**src/rtl/tsd_pkg.sv**
```systemverilog
package tsd_pkg;
  typedef struct packed {
    logic hi_en;
    logic lo_short;
  } term_t;

  localparam term_t TERM_RUN  = '{hi_en: 1'b1, lo_short: 1'b0};
  localparam term_t TERM_DARK = '{hi_en: 1'b0, lo_short: 1'b1};
endpackage

```
**src/rtl/tsd_decoder.sv**
```systemverilog
module tsd_decoder #(
  parameter int CODE_W = 7,
  localparam int TAPS = 1 << CODE_W
) (
  input  logic [CODE_W-1:0] sel,
  input  logic              en,
  output logic [TAPS-1:0]   onehot
);
  for (genvar g = 0; g < TAPS; g++) begin : g_tap
    assign onehot[g] = en && (sel == CODE_W'(g));
  end
endmodule

```
**src/rtl/tsd_seq.sv**
```systemverilog
module tsd_seq #(
  parameter int CODE_W  = 7,
  parameter int OVL_CYC = 2,
  localparam int CW = $clog2(OVL_CYC + 1)
) (
  input  logic              clk,
  input  logic              rst_n,
  input  logic [CODE_W-1:0] code,
  input  logic              shut,
  output logic [CODE_W-1:0] act,
  output logic [CODE_W-1:0] old,
  output logic              ovl_on,
  output logic              primed,
  output logic              dark
);
  logic [CW-1:0] ovl;

  always_ff @(posedge clk or negedge rst_n) begin
    if (!rst_n) begin
      act    <= '0;
      old    <= '0;
      ovl    <= '0;
      primed <= 1'b0;
      dark   <= 1'b0;
    end else begin
      dark <= shut;
      if (!primed) begin
        act    <= code;
        primed <= 1'b1;
        ovl    <= '0;
      end else if (shut || dark) begin
        ovl <= '0;
      end else if (code != act) begin
        if (ovl == '0) old <= act;
        act <= code;
        ovl <= CW'(OVL_CYC);
      end else if (ovl != '0) begin
        ovl <= ovl - 1'b1;
      end
    end
  end

  assign ovl_on = (ovl != '0);

  // a sampled code is the held tap after that same edge
  p_latency_r8: assert property (@(posedge clk) disable iff (!rst_n)
    (!primed || (!shut && !dark)) |=> act == $past(code));

  // shutdown freezes the held tap and abandons overlap
  p_freeze_r6: assert property (@(posedge clk) disable iff (!rst_n)
    (primed && (shut || dark)) |=> (act == $past(act)) && !ovl_on);

  // the overlap counter never exceeds its configured span
  p_ovl_bound_r3: assert property (@(posedge clk) disable iff (!rst_n)
    ovl <= CW'(OVL_CYC));
endmodule

```
**src/rtl/tap_switch_driver.sv**
```systemverilog
module tap_switch_driver #(
  parameter int CODE_W  = 7,
  parameter int OVL_CYC = 2,
  localparam int TAPS = 1 << CODE_W
) (
  input  logic              clk_i,
  input  logic              rst_ni,
  input  logic [CODE_W-1:0] wiper_code_i,
  input  logic              shut_req_i,
  output logic [TAPS-1:0]   tap_en_o,
  output logic              hi_end_en_o,
  output logic              wiper_low_short_o
);
  import tsd_pkg::*;

  logic [CODE_W-1:0] act, old, main_sel;
  logic              ovl_on, primed, dark;
  logic [TAPS-1:0]   main_vec, old_vec;
  term_t             term;

  tsd_seq #(.CODE_W(CODE_W), .OVL_CYC(OVL_CYC)) u_seq (
    .clk(clk_i), .rst_n(rst_ni), .code(wiper_code_i), .shut(shut_req_i),
    .act(act), .old(old), .ovl_on(ovl_on), .primed(primed), .dark(dark)
  );

  assign main_sel = primed ? act : wiper_code_i;

  tsd_decoder #(.CODE_W(CODE_W)) u_dec_main (
    .sel(main_sel), .en(!dark), .onehot(main_vec)
  );

  tsd_decoder #(.CODE_W(CODE_W)) u_dec_old (
    .sel(old), .en(!dark && primed && ovl_on), .onehot(old_vec)
  );

  assign term              = dark ? TERM_DARK : TERM_RUN;
  assign tap_en_o          = main_vec | old_vec;
  assign hi_end_en_o       = term.hi_en;
  assign wiper_low_short_o = term.lo_short;

  // exactly one tap when settled
  p_onehot_r2: assert property (@(posedge clk_i) disable iff (!rst_ni)
    (!dark && !ovl_on) |-> $countones(tap_en_o) == 1);

  // two taps while overlapping distinct positions
  p_two_taps_r3: assert property (@(posedge clk_i) disable iff (!rst_ni)
    (!dark && primed && ovl_on && (old != act)) |-> $countones(tap_en_o) == 2);

  // shutdown opens all taps and the upper end, shorts the wiper low
  p_dark_r5: assert property (@(posedge clk_i) disable iff (!rst_ni)
    dark |-> (tap_en_o == '0) && wiper_low_short_o && !hi_end_en_o);

  // consecutive vectors share a closed tap
  p_mbb_r7: assert property (@(posedge clk_i) disable iff (!rst_ni)
    (primed && $past(primed) && !dark && !$past(dark))
      |-> (($past(tap_en_o) & tap_en_o) != '0));
endmodule

```
**config.mk**
```make
export PLATFORM = sky130hd
export DESIGN_NAME = tap_switch_driver
export DESIGN_NICKNAME = d
export VERILOG_FILES = /design/src/rtl/tsd_pkg.sv /design/src/rtl/tsd_decoder.sv /design/src/rtl/tsd_seq.sv /design/src/rtl/tap_switch_driver.sv
export SDC_FILE = /design/constraint.sdc
export NUM_CORES = 1
export LEC_CHECK = 0
export BUFFER_PORTS_ARGS = -buffer_cell sky130_fd_sc_hd__buf_2
export CAP_MARGIN = 10
export CORE_ASPECT_RATIO = 0.9
export CORE_MARGIN = 10
export CORE_UTILIZATION = 50
export CTS_BUF_LIST = sky130_fd_sc_hd__clkbuf_4 sky130_fd_sc_hd__clkbuf_8 sky130_fd_sc_hd__clkbuf_16
export DETAILED_ROUTE_END_ITERATION = 7
export PLACE_DENSITY_LB_ADDON = 0.05
export SETUP_SLACK_MARGIN = 0.15
export SKIP_LAST_GASP = 1
export SYNTH_ARGS = -nofsm -noshare
export SYNTH_HDL_FRONTEND = slang
export SYNTH_HIERARCHICAL = 1
export SYNTH_SLANG_ARGS = --single-unit
export TNS_END_PERCENT = 20
```
**constraint.sdc**
```tcl
create_clock -name clk_i -period 3.5 [get_ports clk_i]
set_clock_uncertainty 0.2 [all_clocks]
set_input_delay 0.175 -clock clk_i [delete_from_list [all_inputs] [get_ports clk_i]]
set_output_delay 0.175 -clock clk_i [all_outputs]
set_load 0.02 [all_outputs]
```
=== Word-level counts from Yosys, hierarchy flattened ===
Cells that the tools add are included.

* Flip-flop bits (word level): 18
* Latch bits: 0
* Memory bits (writable): 0
* ROM bits: 0
* Input port bits: 10
* Word-level logic and storage cells: 541
* Memories kept: 0

* Add/sub/neg operators: 1
* $mul: 0
* Divide/modulo/power cells: 0
* Magnitude comparators: 0
* Equality and inequality tests: 258
* Shifts and indexed selects: 0
* Muxes and demuxes: 9
* Bitwise operators: 2
* Reductions and logical operators: 266

{| class="wikitable"
|+ Operator list
! kind !! number
|-
| == test 7 bit (second input constant) || 128
|-
| == test 7 x 6 -> 1 bit (second input constant) || 64
|-
| logical AND 1 bit || 258
|-
| == test 7 x 5 -> 1 bit (second input constant) || 32
|-
| bitwise OR 128 bit || 1
|-
| == test 7 x 4 -> 1 bit (second input constant) || 16
|-
| == test 7 x 3 -> 1 bit (second input constant) || 8
|-
| == test 7 x 2 -> 1 bit (second input constant) || 4
|-
| 2-to-1 mux 7 bit || 4
|-
| == test 7 x 1 -> 1 bit (second input constant) || 2
|-
| zero test 7 bit || 2
|-
| 2-to-1 mux 2 bit || 5
|-
| inequality test 7 bit || 1
|-
| inequality test 2 bit (second input constant) || 2
|-
| inequality test 4 bit (second input constant) || 1
|-
| AND reduction 4 bit || 1
|-
| zero test 2 bit || 1
|-
| AND reduction 2 bit || 1
|-
| nonzero test 2 bit || 1
|-
| subtractor 2 x 1 -> 2 bit (second input constant) || 1
|-
| zero test 1 bit || 1
|-
| logical OR 1 bit || 1
|-
| NOT 1 bit || 1
|}

=== Longest topological paths before layout ===
* Depth after elaboration: 5
* Gate-level depth with buffers: 9
* Gate-level depth less buffers: 7

=== By module ===
Netlist, hierarchy kept.

{| class="wikitable"
|+ By module, submodules not included
! module !! times used !! cells each !! area an instance (µm²) !! sequential area each (µm²)
|-
| tsd_decoder || 2 || 198 || 1093.5 || 0.0
|-
| tap_switch_driver || 1 || 138 || 930.9 || 0.0
|-
| tsd_seq || 1 || 68 || 863.3 || 450.4
|}

=== Least setup slack after synthesis ===
OpenSTA, ideal clock, no wires.

* Path kind: reg2out
* From: register u_seq.primed
* To: output tap_en_o[81]
* Arrival: 1868 ps
* Slack: 1257 ps
* Cell stages (with the launch flop): 8
* Path buffers: 3
* Cell sequence: dfrtp_1 -> buf_6 -> mux2_4 -> buf_6 -> or4b_4 -> buf_6 -> nor2_2 -> or2_2

* Word-level cells in the longest chain between the ends: 4

{| class="wikitable"
|+ RTL lines
! item !! line !! RTL
|-
| start: declaration || tsd_seq.sv:13 || <nowiki>output logic primed,</nowiki>
|-
| start signal: assignment || tsd_seq.sv:23 || <nowiki>primed <= 1'b0;</nowiki>
|-
| start signal: assignment || tsd_seq.sv:29 || <nowiki>primed <= 1'b1;</nowiki>
|-
| 2-to-1 mux 7 bit || tap_switch_driver.sv:26 || <nowiki>assign main_sel = primed ? act : wiper_code_i;</nowiki>
|-
| net main_sel[3] || tap_switch_driver.sv:16 || <nowiki>logic [CODE_W-1:0] act, old, main_sel;</nowiki>
|-
| == test 7 bit || tsd_decoder.sv:10 || <nowiki>assign onehot[g] = en && (sel == CODE_W'(g));</nowiki>
|-
| logical AND 1 bit || tsd_decoder.sv:10 ||
|-
| net main_vec[81] || tap_switch_driver.sv:18 || <nowiki>logic [TAPS-1:0] main_vec, old_vec;</nowiki>
|-
| bitwise OR 128 bit || tap_switch_driver.sv:37 || <nowiki>assign tap_en_o = main_vec | old_vec;</nowiki>
|-
| end: declaration || tap_switch_driver.sv:10 || <nowiki>output logic [TAPS-1:0] tap_en_o,</nowiki>
|}

The timed path passes the listed nets, and every way through them passes these cells.

=== Worst setup path after layout ===
* From: register u_seq.primed
* To: output tap_en_o[71]

Same word-level chain as after synthesis.

==> impl_metrics.tcl <==
set metrics [dict create \
    nFillCells 748 \
    hpwl_um 9980 \
    min_period_ns 3.14 \
    gp_congestion 0.841 \
    syn_inst 602 \
    cts-root-buf "clkbuf_8" \
    peakVddDrop_uv 335 \
    synth_top_family_by_area "simple AND/OR/NAND/NOR gates" \
    synth-simple-area-share 0.692 \
    grt_pass1_wl_um 21300 \
    synth-async-reset-ratio 1.00 \
    p_int_mw 0.498 \
    tightest_slew_ns 0.721 \
    arrival_ns 2.77 \
    power_density_mw_per_mm2 212 \
    max_cap_viol_count 0 \
    wl_um 13000 \
    crit_path_end_kind "output pin" \
    p_comb_frac 0.465 \
    avgSynthCellArea_um2 6.61 \
    antennaDiodeCount 0 \
    cts_tree "built" \
    antenna_found_initial 0 \
    fmax_mhz 318 \
    clk_pin_slew_worst_paths_ns 0.07 \
    required_ns 3.12 \
    syn_nets 613 \
    io_buffers 139 \
    grt_max_degree 27 \
    routed_via_density 5.65 \
    coreArea_mm2 0.00766 \
    total_power_mw 0.968 \
    p_leak_nw 2.36 \
    ys_ff_latch 18 \
    yosysSeqAreaShare 0.113 \
    place_ws_ns 0.623 \
    first_iter_violations 272 \
    antenna_left 0 \
    num_vias 4405 \
    synthesis.area_mm2 0.00398 \
    synth_flop_cell "dfrtp_1" \
    final_common_cell "nor2_1" \
    die_h_um 105 \
    dieArea_mm2 0.0119 \
    finalSetupViolCount 0 \
    pwr-share-clk 0.176 \
    numClockSinks 18 \
    worstPathMaxFanout 25 \
    avgRoutedWirePerCell_um 16.6 \
    final_cell_mix "nor2_1 (177), buf_2 (139), or2_2 (130)" \
    synth-edff-count 0 \
    criticalPathCategory "reg2out" \
    status "completed" \
    synth-xor-area-share 0.0176 \
    synthToLayoutAreaGrowth_pct 14.5 \
    globalRouteOverflowTotal 0 \
    synthDistinctLibCells 38 \
    clockBufferDepth 2 \
    hp-class "in2reg" \
    synthMuxAreaShare 0.0490 \
    die_w_um 114 \
    ioPinCount 140 \
    p_sw_frac 0.485 \
    numCtsBuffers 3 \
    startpoint_type "flop" \
    htree_levels 1 \
    drt-pass1-iter-count 5 \
    period_share 0.898 \
    final_hold_viol_count 0 \
    synth_compound_area_frac 0.0399 \
    drc 0 \
    globalRouteTotalUtil 0.204 \
    tns_ns 0 \
    yosys_warnings 6 \
    power_switching_mw 0.470 \
    drive_gt1_frac 0.477 \
    regArea_um2 450 \
    multiInputGateArea_mm2 0.00319 \
    power_frac_seq 0.358 \
    maxSlewViolCount 0 \
    grt_pass1_vias 4058 \
    setup_slack_ns 0.357 \
    synthAdderAreaFrac 0.00314 \
    fin_nets 696 \
    clock_latency_ns 0.26 \
    relSlewSlack 0.520 \
    initial_core_util 0.520 \
    ctsResizeCount 0 \
    grt_setup_unrepaired "false" \
    rows 30 \
]
routing by layer:
layer | GRT usage | vias up | share of wire
met3 | 0.0526 | 18 | 0.089
met2 | 0.314 | 164 | 0.46
met4 | 0.0358 | 0 | 0.012
li1 | - | 2167 | -
met5 | 0 | - | 0
met1 | 0.280 | 2056 | 0.44
power by group through the flow:
stage,Clock [mW],Sequential (mW),Combinational [mW]
final,0.171,0.347,0.450
after global routing,0.185,0.362,0.489
after CTS,0.177,0.343,0.444
after detailed placement,0,0.348,0.441
after global placement,0,0.346,0.434
after floorplan,0,0.274,0.439
cells by family (layout without fill, tap and decap cells):
group           count (synthesis)  after routing
compound gates                 18             18
other cells                     1              1
flops                          18             18
mux                            15             15
simple gates                  473            473
xor+xnor                        8              8
fa+ha+maj                       1              1
buf+inv                        68            150
metrics by stage:
stage | instance area [µm²] | instances | hold slack [ns] | util
final | 4560 | 780 | 0.0922 | 0.595
after detailed placement | 4480 | 774 | -0.0711 | 0.585
after global routing | 4560 | 780 | 0.100 | 0.595
after CTS | 4560 | 780 | 0.0883 | 0.595
after global placement | 4480 | 774 | -0.0765 | 0.585
after floorplan | 3980 | 602 | -0.321 | -
worst paths after layout:
kind / from / end / slack [ns] / cells past startpoint
min in group asynchronous: rst_ni / u_seq/old[0]$_DFFE_PN0P_ / 0.18 / 2
worst min-delay path: wiper_code_i[3] / u_seq/act[3]$_DFFE_PN0P_ / 0.09 / 3
worst min register to register: u_seq/act[3]$_DFFE_PN0P_ / u_seq/act[3]$_DFFE_PN0P_ / 0.38 / 1
worst max register to register: u_seq/primed$_DFF_PN0_ / u_seq/act[4]$_DFFE_PN0P_ / 1.28 / 3
worst max-delay path: u_seq/primed$_DFF_PN0_ / tap_en_o[71] / 0.36 / 5
max in group asynchronous: rst_ni / u_seq/old[6]$_DFFE_PN0P_ / 2.64 / 2
flip-flops by register name (all words and copies together), names as in the netlist:
| register | cells |
|---|---|
| u_seq/primed | 1 |
| u_seq/ovl | 2 |
| u_seq/old | 7 |
| u_seq/dark | 1 |
| u_seq/act | 7 |
layout make-up:
type | instances | area share
multi-input combinational | 516 | 0.701
timing repair buffer | 142 | 0.159
sequential | 18 | 0.0988
tap | 96 | 0.0264
clock buffer | 4 | 0.0121
inverter | 4 | 0.00329
critical path, stage by stage, from the launching register on:
cell,delay [ns]
dfrtp_1,0.81
mux2_4,0.46
or4b_1,0.75
nor3_2,0.21
or2_2,0.12
buf_2,0.15
what timing repair did:
action                                 in CTS  in global routing
buffers inserted                            0                  0
endpoints found under the hold margin      19                  0
hold buffers                                2                  0
Yosys cell counts, types with 4 or more instances:
cell       number  area [µm²]
o211a_1         7        70.1
nand2b_1       10        62.6
nor3_2         16         160
buf_6           5        56.3
inv_1           4        15.0
nor2_2         16         100
mux2_2          8        90.1
or4b_1         13         130
nand4bb_1      22         248
nor4_1          8        50.1
clkbuf_1       28         105
or2_2         130         813
a31o_1          7        61.3
buf_2          28         140
dfrtp_1        18         450
nand4b_1       16         140
nand4_1         5        31.3
xnor2_1         4        35.0
nor3_1         41         205
nand2_1         7        26.3
xor2_1          4        35.0
nor2_1        177         664
mux2_4          7         105
Note: power is estimated with default switching activity, not from simulation.
